**src/rtl/sdram_cmd_pkg.sv**
```systemverilog
package sdram_cmd_pkg;

  typedef enum logic [2:0] {
    CMD_NOP,
    CMD_MODE,
    CMD_ACT,
    CMD_PRE,
    CMD_RD,
    CMD_WR,
    CMD_OTHER
  } cmd_e;

  // strobes are active low: {cs_n, ras_n, cas_n, we_n}
  function automatic cmd_e decode_cmd(input logic [3:0] strb);
    case (strb)
      4'b0000: decode_cmd = CMD_MODE;
      4'b0011: decode_cmd = CMD_ACT;
      4'b0010: decode_cmd = CMD_PRE;
      4'b0101: decode_cmd = CMD_RD;
      4'b0100: decode_cmd = CMD_WR;
      4'b0111: decode_cmd = CMD_NOP;
      default: decode_cmd = strb[3] ? CMD_NOP : CMD_OTHER;
    endcase
  endfunction

  function automatic logic count_done(input int unsigned cnt);
    count_done = (cnt == 0);
  endfunction

endpackage

```
**src/rtl/sdram_cmd_decode.sv**
```systemverilog
module sdram_cmd_decode
  import sdram_cmd_pkg::*;
(
  input  logic       cs_n,
  input  logic       ras_n,
  input  logic       cas_n,
  input  logic       we_n,
  input  logic       busy,
  output cmd_e       cmd,
  output logic       blocked
);

  cmd_e raw;

  always_comb begin
    raw     = decode_cmd({cs_n, ras_n, cas_n, we_n});
    blocked = busy && (raw != CMD_NOP);
    cmd     = busy ? CMD_NOP : raw;
  end

  always_comb begin
    assert_deselect_nop_R1: assert (!(cs_n === 1'b1) || cmd == CMD_NOP);
  end

endmodule

```
**src/rtl/sdram_bank_track.sv**
```systemverilog
module sdram_bank_track #(
  parameter int BANK_BITS = 2,
  localparam int NUM_BANKS = 1 << BANK_BITS
) (
  input  logic                 clk,
  input  logic                 rst_n,
  input  logic                 act_en,
  input  logic                 pre_en,
  input  logic                 pre_all,
  input  logic [BANK_BITS-1:0] bank,
  output logic [NUM_BANKS-1:0] open_q
);

  logic [NUM_BANKS-1:0] sel;

  generate
    for (genvar b = 0; b < NUM_BANKS; b++) begin : g_bank
      assign sel[b] = (bank == BANK_BITS'(b));
      always_ff @(posedge clk or negedge rst_n) begin
        if (!rst_n)                             open_q[b] <= 1'b0;
        else if (act_en && sel[b])              open_q[b] <= 1'b1;
        else if (pre_en && (pre_all || sel[b])) open_q[b] <= 1'b0;
      end
    end
  endgenerate

  assert_act_opens_R2: assert property (@(posedge clk) disable iff (!rst_n)
    act_en |=> open_q[$past(bank)]);
  assert_pre_all_R3: assert property (@(posedge clk) disable iff (!rst_n)
    (pre_en && pre_all) |=> (open_q == '0));
  assert_pre_one_R3: assert property (@(posedge clk) disable iff (!rst_n)
    (pre_en && !pre_all) |=> !open_q[$past(bank)]);

endmodule

```
**src/rtl/sdram_mode_regs.sv**
```systemverilog
module sdram_mode_regs
  import sdram_cmd_pkg::*;
#(
  parameter int ADDR_W      = 13,
  parameter int LOCK_CYCLES = 200,
  parameter int MRD_CYCLES  = 2,
  localparam int LCW = $clog2(LOCK_CYCLES + 1),
  localparam int BCW = $clog2(MRD_CYCLES + 1)
) (
  input  logic              clk,
  input  logic              rst_n,
  input  logic              wr_base,
  input  logic              wr_ext,
  input  logic [ADDR_W-1:0] opnd,
  output logic [2:0]        burst_len,
  output logic              addr_mode,
  output logic [2:0]        cas_lat,
  output logic              dll_off,
  output logic              weak_drive,
  output logic              fet_ctl_en,
  output logic              busy,
  output logic              dll_locked
);

  logic [LCW-1:0] lock_cnt;
  logic [BCW-1:0] busy_cnt;
  logic           lock_start;

  assign lock_start = (wr_ext && !opnd[0]) || (wr_base && opnd[8]);

  always_ff @(posedge clk or negedge rst_n) begin
    if (!rst_n) begin
      burst_len <= '0;
      addr_mode <= 1'b0;
      cas_lat   <= '0;
    end else if (wr_base) begin
      burst_len <= opnd[2:0];
      addr_mode <= opnd[3];
      cas_lat   <= opnd[6:4];
    end
  end

  always_ff @(posedge clk or negedge rst_n) begin
    if (!rst_n) begin
      dll_off    <= 1'b1;
      weak_drive <= 1'b0;
      fet_ctl_en <= 1'b0;
    end else if (wr_ext) begin
      dll_off    <= opnd[0];
      weak_drive <= opnd[1];
      fet_ctl_en <= opnd[2];
    end
  end

  always_ff @(posedge clk or negedge rst_n) begin
    if (!rst_n)                      lock_cnt <= '0;
    else if (wr_ext && opnd[0])      lock_cnt <= '0;
    else if (lock_start)             lock_cnt <= LCW'(LOCK_CYCLES);
    else if (!count_done(lock_cnt))  lock_cnt <= lock_cnt - 1'b1;
  end

  always_ff @(posedge clk or negedge rst_n) begin
    if (!rst_n)                      busy_cnt <= '0;
    else if (wr_base || wr_ext)      busy_cnt <= BCW'(MRD_CYCLES - 1);
    else if (!count_done(busy_cnt))  busy_cnt <= busy_cnt - 1'b1;
  end

  assign busy       = !count_done(busy_cnt);
  assign dll_locked = !dll_off && count_done(lock_cnt);

  assert_no_write_when_busy_R8: assert property (@(posedge clk) disable iff (!rst_n)
    busy |-> !(wr_base || wr_ext));
  assert_write_sets_busy_R8: assert property (@(posedge clk) disable iff (!rst_n)
    (wr_base || wr_ext) |=> busy);
  assert_lock_restart_R9: assert property (@(posedge clk) disable iff (!rst_n)
    lock_start |=> !dll_locked);
  assert_no_test_load_R7: assert property (@(posedge clk) disable iff (!rst_n)
    wr_base |-> !opnd[7]);

endmodule

```
**src/rtl/sdram_cmd_front.sv**
```systemverilog
module sdram_cmd_front
  import sdram_cmd_pkg::*;
#(
  parameter int ADDR_W      = 13,
  parameter int BANK_BITS   = 2,
  parameter int LOCK_CYCLES = 200,
  parameter int MRD_CYCLES  = 2,
  parameter int PRE_ALL_BIT = 10,
  localparam int NUM_BANKS  = 1 << BANK_BITS
) (
  input  logic                 clk,
  input  logic                 rst_n,
  input  logic                 cs_n,
  input  logic                 ras_n,
  input  logic                 cas_n,
  input  logic                 we_n,
  input  logic [BANK_BITS-1:0] ba,
  input  logic [ADDR_W-1:0]    addr,
  output logic [NUM_BANKS-1:0] bank_open,
  output logic [2:0]           burst_len,
  output logic                 addr_mode,
  output logic [2:0]           cas_lat,
  output logic                 dll_off,
  output logic                 weak_drive,
  output logic                 fet_ctl_en,
  output logic                 busy,
  output logic                 dll_locked,
  output logic                 proto_err,
  output logic                 test_err
);

  cmd_e cmd;
  logic blocked;
  logic any_open;
  logic mode_try, mode_busy_bank, mode_test;
  logic wr_base, wr_ext;
  logic rd_bad;
  logic proto_d, test_d;

  sdram_cmd_decode u_dec (
    .cs_n(cs_n), .ras_n(ras_n), .cas_n(cas_n), .we_n(we_n),
    .busy(busy), .cmd(cmd), .blocked(blocked)
  );

  assign any_open       = |bank_open;
  assign mode_try       = (cmd == CMD_MODE);
  assign mode_busy_bank = mode_try && any_open;
  assign mode_test      = mode_try && !any_open && !ba[0] && addr[7];
  assign wr_base        = mode_try && !any_open && !ba[0] && !addr[7];
  assign wr_ext         = mode_try && !any_open && ba[0];
  assign rd_bad         = (cmd == CMD_RD) && (!dll_locked || !bank_open[ba]);
  assign proto_d        = blocked || mode_busy_bank || rd_bad;
  assign test_d         = mode_test;

  sdram_bank_track #(.BANK_BITS(BANK_BITS)) u_banks (
    .clk(clk), .rst_n(rst_n),
    .act_en(cmd == CMD_ACT), .pre_en(cmd == CMD_PRE),
    .pre_all(addr[PRE_ALL_BIT]), .bank(ba), .open_q(bank_open)
  );

  sdram_mode_regs #(
    .ADDR_W(ADDR_W), .LOCK_CYCLES(LOCK_CYCLES), .MRD_CYCLES(MRD_CYCLES)
  ) u_regs (
    .clk(clk), .rst_n(rst_n), .wr_base(wr_base), .wr_ext(wr_ext), .opnd(addr),
    .burst_len(burst_len), .addr_mode(addr_mode), .cas_lat(cas_lat),
    .dll_off(dll_off), .weak_drive(weak_drive), .fet_ctl_en(fet_ctl_en),
    .busy(busy), .dll_locked(dll_locked)
  );

  always_ff @(posedge clk or negedge rst_n) begin
    if (!rst_n) begin
      proto_err <= 1'b0;
      test_err  <= 1'b0;
    end else begin
      proto_err <= proto_d;
      test_err  <= test_d;
    end
  end

  assert_open_rejects_mode_R6: assert property (@(posedge clk) disable iff (!rst_n)
    (!cs_n && !ras_n && !cas_n && !we_n && !busy && any_open)
      |=> proto_err && $stable(burst_len) && $stable(dll_off) && $stable(cas_lat));
  assert_deselect_quiet_R1: assert property (@(posedge clk) disable iff (!rst_n)
    (cs_n && !busy) |=> $stable(bank_open) && !proto_err && !test_err);
  assert_test_unchanged_R7: assert property (@(posedge clk) disable iff (!rst_n)
    test_err |-> $stable(burst_len) && $stable(cas_lat) && $stable(addr_mode));
  assert_bad_read_flag_R10: assert property (@(posedge clk) disable iff (!rst_n)
    (!cs_n && ras_n && !cas_n && we_n && !busy && !dll_locked) |=> proto_err);

endmodule

```
**config.mk**
```make
export PLATFORM = sky130hd
export DESIGN_NAME = sdram_cmd_front
export DESIGN_NICKNAME = d
export VERILOG_FILES = /design/src/rtl/sdram_cmd_pkg.sv /design/src/rtl/sdram_cmd_decode.sv /design/src/rtl/sdram_bank_track.sv /design/src/rtl/sdram_mode_regs.sv /design/src/rtl/sdram_cmd_front.sv
export SDC_FILE = /design/constraint.sdc
export NUM_CORES = 1
export LEC_CHECK = 0
export BUFFER_PORTS_ARGS = -buffer_cell sky130_fd_sc_hd__clkbuf_2
export CAP_MARGIN = 20
export CORE_ASPECT_RATIO = 1.25
export CORE_MARGIN = 2
export CORE_UTILIZATION = 30
export CTS_BUF_LIST = sky130_fd_sc_hd__clkbuf_2
export CTS_CLUSTER_SIZE = 14
export DETAILED_ROUTE_END_ITERATION = 8
export GPL_ROUTABILITY_DRIVEN = 0
export HOLD_SLACK_MARGIN = 0.1
export PLACE_DENSITY = 0.57
export SYNTH_ARGS = -nofsm -noshare
export SYNTH_HDL_FRONTEND = slang
export SYNTH_HIERARCHICAL = 1
export SYNTH_SLANG_ARGS = --single-unit
```
**constraint.sdc**
```tcl
create_clock -name clk -period 8 [get_ports clk]
set_input_delay 2.4 -clock clk [delete_from_list [all_inputs] [get_ports clk]]
set_output_delay 2.4 -clock clk [all_outputs]
set_load 0.1 [all_outputs]
```
==> key figures, run 1 <==
Logic synthesis
  • Synth cell types: 44
  • Mapped Cells: 130
  • Post-synth EDFFs: 0
  • Syn. warnings: 6
  • Post-Syn Nets: 154
  • Register area share after synthesis: 47.2%
  • Post-synth top area share: 45.3%
  • Mapped cell area: 0.00138 sq mm
  • Mapped Avg Cell Area: 10.6 sq um
  • Async SR Flop Fraction: 100%
  • Synth area leader: dfrtp_1
  • Synth Register Bits: 26
  • Main flop type after synthesis: dfrtp_1
  • Top cells by area, synth: dfrtp_1 45%, mux2_2 7.3%, ha_1 2.7%, inv_1 2.7%, nor3b_1 2.7%

Die
  • Die Area: 0.00516 sq mm
  • Initial Util: 31.2%
  • Core Region: 0.00443 sq mm
  • Die height: 79.8 um
  • Rows: 27
  • IO Pins: 39
  • DIE WIDTH: 64.7 um

Placement
  • Placed insts: 220
  • Detailed Place HPWL: 2290 um
  • DP Area: 0.00161 sq mm
  • IO Port Bufs: 35

Timing
  • Fin. max-slew vios: 0
  • Clock skew: 0.0111 ns
  • Setup TNS: 0 ns
  • Worst slew pin tran: 0.876 ns
  • Final period utilization: 60.9%
  • Setup Viol. Count Final: 0
  • Fin crit period: 4.87 ns
  • F_max: 205 MHz
  • RSZ-0062 raised after global routing: false
  • Slew HR: 40.1%
  • Final hold viol count: 0
  • Hold Slack: 0.493 ns

CTS
  • Root Buffer: clkbuf_2
  • Clock Latency Late Sink: 0.33 ns
  • Post-CTS Resized: 0
  • Clock Pin Slew Worst Setup and Hold Paths: 0.23 ns
  • CTS Hold Buffers Added: 0
  • TritonCTS clock tree: built
  • Post-CTS setup buffers: 0
  • Clock sinks: 26
  • H-tree depth: 1
  • Maximum root-to-sink buffer count: 2
  • Num CTS Buffers: 3

Setup path
  • CP Max Fanout: 7
  • CP Buf/Inv Count: 2
  • Critical path required time: 5.60 ns
  • Crit-path cells: inv_1 -> ha_1 -> or3b_2 -> nor3_1 -> clkbuf_2
  • Worst setup EP type: output pin
  • CP max stage cell: or3b_2
  • Setup CP Type: register to output pin
  • CP max stage delay: 0.54 ns
  • Critical path launch point type: register
  • Setup crit start: u_regs/lock_cnt[0]$_DFFE_PN0P_
  • Worst endpoint data arrival time: 2.47 ns
  • CP top delay family: simple AND/OR/NAND/NOR gates
  • Start of the worst register-to-register path: u_regs/busy_cnt[0]$_DFFE_PN0P_

Drt
  • First-pass iteration count of the detailed router: 4
  • WL/cell: 13.0 um
  • Antenna Nets Post-Route: 0
  • Initial drt markers: 33
  • Vias: 1124
  • DRC: 0
  • Vias per inst: 5.02
  • Total Wirelength: 2920 um

Global route
  • Initial antenna violation count: 0
  • GRT busiest layer: met2
  • Grt met2 use: 24.0%
  • Overall Global Routing Usage: 12.2%
  • Met1 Resource Use GR: 12.9%
  • Total grt overflow: 0
  • Met3 Usage GRT: 1.41%
  • First-pass GRT wire length: 4960 um
  • Largest net degree at the start of global routing: 27
  • Number of global-route vias before repair: 1127

Layout
  • Area of the multi-input gates: 668 sq um
  • Area growth from synthesis to layout: 18.2%
  • FF/Latch Area: 652 sq um
  • ANT cells: 0
  • Post-route cell area: 0.00163 sq mm
  • Commonest non-fill, non-tap cells in the layout: 38 x clkbuf_2, 25 x dfrtp_1, 10 x inv_1
  • Fill cells: 454
  • Fin nets: 191
  • Layout cells sized above 1: 34.3%
  • Commonest non-fill, non-tap cell in the layout: clkbuf_2
  • Non-filler instance count after layout: 224

Status
  • Outcome: completed

Flow run
  • Number of max-cap violations: 0

Hold path
  • Min-Delay Path Class: register to register
  • Min-delay src: u_regs/dll_off$_DFFE_PN1P_
final timing paths:
| kind | end | slack (ns) | cells past startpoint |
|---|---|---|---|
| min in group asynchronous | u_regs/weak_drive$_DFFE_PN0P_ | 2.03 | 1 |
| min | u_regs/dll_off$_DFFE_PN1P_ | 0.49 | 2 |
| max in group asynchronous | u_regs/lock_cnt[3]$_DFFE_PN0P_ | 5.55 | 1 |
| min reg2reg | u_regs/dll_off$_DFFE_PN1P_ | 0.49 | 2 |
| max reg2reg | u_regs/lock_cnt[7]$_DFFE_PN0P_ | 5.04 | 11 |
| max | dll_locked | 3.13 | 5 |
cell type report:
cell class	count	area share, %
Sequential cell	26	40.0
Multi-Input combinational cell	90	41.0
Clock buffer	3	0.920
Timing Repair Buffer	36	11.2
Clock inverter	1	0.230
Tap cell	58	4.45
Inverter	10	2.30
routing by layer:
layer / wire [um] / up-vias
met3: 89 / 2
met2: 1560 / 30
met4: 34 / 0
met5: 0 / -
li1: - / 556
met1: 1240 / 536
tightest hold or removal path, stage by stage, from the launching register on:
cell and delay [ns]:
dfstp_2 0.43, inv_1 0.04, o21ai_0 0.06
cell families after synthesis:
| kind of cell | Yosys count | share of synthesized area, % |
|---|---|---|
| multiplexers | 11 | 8.79 |
| flip-flops | 26 | 47.2 |
| AND/OR/NAND/NOR | 44 | 20.5 |
| XOR/XNOR | 1 | 0.635 |
| AO/OA/AOI/OAI | 31 | 15.8 |
| adder cells (fa/ha/maj) | 3 | 2.72 |
| buffers and inverters | 14 | 4.35 |
through the flow:
step / setup WS [ns] / utilization, %
floorplan: 2.28 / -
global placement: 3.32 / 36.4
detailed placement: 3.19 / 36.4
CTS: 3.09 / 36.9
global route: 2.95 / 36.9
finish: 3.13 / 36.9
Yosys cell counts (all sizes together), types with 3 or more instances:
cell,number
dfrtp,25
inv,10
mux2,9
nor3,7
o21ai,7
nor3b,6
a21oi,5
nand2,5
a31o,4
or3,4
or4,4
a31oi,3
and3b,3
clkbuf,3
ha,3
nor2,3
state kept, by name (all words and copies together) (netlist names):
| signal | flops |
|---|---|
| u_regs/lock_cnt | 8 |
| u_banks/open_q | 4 |
| u_regs/burst_len | 3 |
| u_regs/cas_lat | 3 |
| u_regs/busy_cnt | 2 |
| proto_err | 1 |
| test_err | 1 |
| u_regs/addr_mode | 1 |
| u_regs/dll_off | 1 |
| u_regs/fet_ctl_en | 1 |
| u_regs/weak_drive | 1 |
Power of run 1 is not shown: default switching activity piles up to over one toggle a cycle in this logic, so the estimate is an artifact.
==> run 2: changes to the inputs <==
Settings changed: ABC_AREA from default to 1, PLACE_DENSITY 0.57 to 0.56.
Clock period 8 ns to 4.9 ns, I/O delays scaled along.
==> run 2 against run 1 <==
  * Critical path depth is 2 higher
  * Core utilization is 0.36 points lower
  * Clock skew is 0.0057 ns higher
  * Critical path type unchanged
  * First-iteration DRC count is 24% higher
  * Cell count is 35% higher
  * Via count is 13% higher
  * Global-route usage is 0.15 points lower
  * Sequential cell count stayed put
  * Hold slack better by 0.015 ns
  * Synthesized cell count is 56% higher
  * Sequential share of layout area is 4.3 points lower
==> key figures, run 2 <==
Logic synthesis
  • Post-synth EDFFs: 0
  • Post-Syn Nets: 227
  • Top-count cell post-synth: nand2_1
  • Syn. warnings: 6
  • Synth Register Bits: 26
  • Mapped Avg Cell Area: 7.59 sq um
  • Synth Area in Adders: 2.44%
  • Main flop type after synthesis: dfrtp_1
  • Compound-Gate Fraction of Synth Area: 5.11%
  • Synth cell types: 25
  • Top cells by area, synth: dfrtp_1 41%, nand2_1 15%, inv_1 8.0%, nor2_1 5.6%, mux2_2 4.4%
  • Post-synthesis simple-gate area fraction: 35.8%
  • Commonest cells post-synth: 63 x nand2_1, 33 x inv_1, 25 x dfrtp_1, 23 x nor2_1, 12 x nand3_1
  • Mapped cell area: 0.00154 sq mm
  • Async SR Flop Fraction: 100%
  • Mapped Cells: 203
  • Main combinational cell family by area after synthesis: simple AND/OR/NAND/NOR gates
  • Mux contribution to synthesized area: 4.38%
  • Post-synth top area share: 40.6%
  • Synth area leader: dfrtp_1
  • Synth Area in XOR/XNOR: 0%
  • Register area share after synthesis: 42.3%

Setup path
  • CP top delay family: buffers and inverters
  • CP max stage delay: 0.48 ns
  • Crit-path cells: inv_1 -> ha_1 -> nand2_2 -> nor2_8 -> inv_2 -> nor2_1 -> clkbuf_2
  • R2R setup slack: 2.12 ns
  • Setup CP Type: register to output pin
  • CP Buf/Inv Count: 3
  • Worst endpoint data arrival time: 2.04 ns
  • Critical path launch point type: register
  • Critical path required time: 3.43 ns
  • Worst setup EP type: output pin
  • CP Max Fanout: 4
  • CP max stage cell: clkbuf_2

CTS
  • Clock Latency Late Sink: 0.35 ns
  • H-tree depth: 1
  • Num CTS Buffers: 3
  • Post-CTS setup buffers: 0
  • Clock Pin Slew Worst Setup and Hold Paths: 0.23 ns
  • CTS Hold Buffers Added: 0
  • TritonCTS clock tree: built
  • Maximum root-to-sink buffer count: 2
  • Root Buffer: clkbuf_2
  • Post-CTS Resized: 0
  • Clock sinks: 26

Timing
  • Fin. max-slew vios: 0
  • Fin crit period: 3.51 ns
  • Worst slew pin tran: 0.736 ns
  • Clock skew: 0.0168 ns
  • Final period utilization: 71.7%
  • Setup Viol. Count Final: 0
  • Slew HR: 50.8%
  • Final hold viol count: 0
  • F_max: 285 MHz
  • RSZ-0062 raised after global routing: false
  • Setup TNS: 0 ns

Layout
  • Util after Layout: 36.5%
  • Fin nets: 266
  • Commonest non-fill, non-tap cells in the layout: 63 x nand2_1, 38 x clkbuf_2, 33 x inv_1
  • Area growth from synthesis to layout: 18.6%
  • Layout cells sized above 1: 26.6%
  • Top flop regs: u_regs/lock_cnt x8, u_banks/open_q x4
  • Commonest non-fill, non-tap cell in the layout: nand2_1
  • ANT cells: 0
  • Top reg by flops: u_regs/lock_cnt
  • Number of flip-flops in the largest register: 8

Global route
  • Number of global-route vias before repair: 1201
  • Total grt overflow: 0
  • Overall Global Routing Usage: 12.1%
  • Initial antenna violation count: 0
  • First-pass GRT wire length: 5290 um
  • Largest net degree at the start of global routing: 27

Die
  • DIE WIDTH: 68.1 um
  • Die Area: 0.00573 sq mm
  • Rows: 29
  • Initial Util: 30.8%
  • Die height: 84.1 um
  • Core Region: 0.00501 sq mm
  • IO Pins: 39

Drt
  • Vias: 1270
  • Initial drt markers: 41
  • Vias per inst: 4.19
  • Total Wirelength: 3150 um
  • DRC: 0
  • WL/cell: 10.4 um
  • First-pass iteration count of the detailed router: 4
  • Antenna Nets Post-Route: 0

Placement
  • Detailed Place HPWL: 2560 um
  • IO Port Bufs: 35

Power
  • VDD IR-drop max: 0.000228 V
  • PD cells: 673 mW/mm^2
  • Leak: 1.08 nW

Hold path
  • Min-Delay Path Class: register to register

Status
  • Outcome: completed

Flow run
  • Number of max-cap violations: 0
==> run 2: changes by cell type after synthesis, moves of 5 or more <==
cell     change
nor3_1       -5
nand2_1     +58
inv_1       +23
nand3_1     +11
nor2_1      +20
inv_2        +5
==> run 2: final cells by class <==
class / instances / area, sq um
well taps: 62 / 77.6
multi-input cells: 138 / 736
inverters: 38 / 143
clock buffers: 3 / 15.0
fillers: 557 / 3180
repair buffers: 35 / 175
flip-flops and latches: 26 / 652
clock inverters: 1 / 30.0
==> run 2: cells by family (layout without fill, tap and decap cells) <==
kind of cell	count (synthesis)	after routing
AO/OA/AOI/OAI	13	13
adder cells (fa/ha/maj)	3	3
AND/OR/NAND/NOR	116	116
buffers and inverters	39	77
multiplexers	6	6
flip-flops	26	26
==> run 2: final timing paths <==
check	startpoint	end	cells past startpoint
worst max register to register	u_regs/busy_cnt[0]$_DFFE_PN0P_	u_regs/lock_cnt[4]$_DFFE_PN0P_	16
max in group asynchronous	rst_n	test_err$_DFF_PN0_	1
worst min-delay path	u_regs/dll_off$_DFFE_PN1P_	u_regs/dll_off$_DFFE_PN1P_	2
worst min register to register	u_regs/dll_off$_DFFE_PN1P_	u_regs/dll_off$_DFFE_PN1P_	2
worst max-delay path	u_regs/lock_cnt[0]$_DFFE_PN0P_	dll_locked	7
min in group asynchronous	rst_n	u_regs/fet_ctl_en$_DFFE_PN0P_	1
==> run 2: per-layer routing <==
metal / wire [um] / GRT usage, % / vias up / part of all wire [%]
met4: 35 / 4.36 / 0 / 1.1
met2: 1640 / 21.2 / 13 / 52
met3: 66 / 1.21 / 2 / 2.1
met5: 0 / 0 / - / 0
li1: - / - / 695 / -
met1: 1410 / 14.8 / 560 / 45
==> run 2: where the power goes <==
group	switching, mW	internal (mW)
registers	0.0768	0.303
clock network	0.0642	0.0703
logic	0.565	0.150
total	0.706	0.524
==> run 2: worst min-delay path: stages, from the launching register on <==
cell	delay [ns]
dfstp_2	0.44
nand2_1	0.06
nand2_1	0.04
==> run 2: per-stage QoR <==
stage                     instance area, sq um  total power [mW]  hold slack (ns)  setup WS [ns]  std cells
final                                     1830              1.23            0.508           1.39        303
after global placement                    1780              1.10            0.454           1.33        299
after global routing                      1830              1.32            0.534           1.24        303
after CTS                                 1830              1.24            0.512           1.33        303
after floorplan                           1540             0.977            0.465           1.21        203
after detailed placement                  1780              1.11            0.461           1.31        299
No activity file was read; power rests on OpenSTA's default activity.
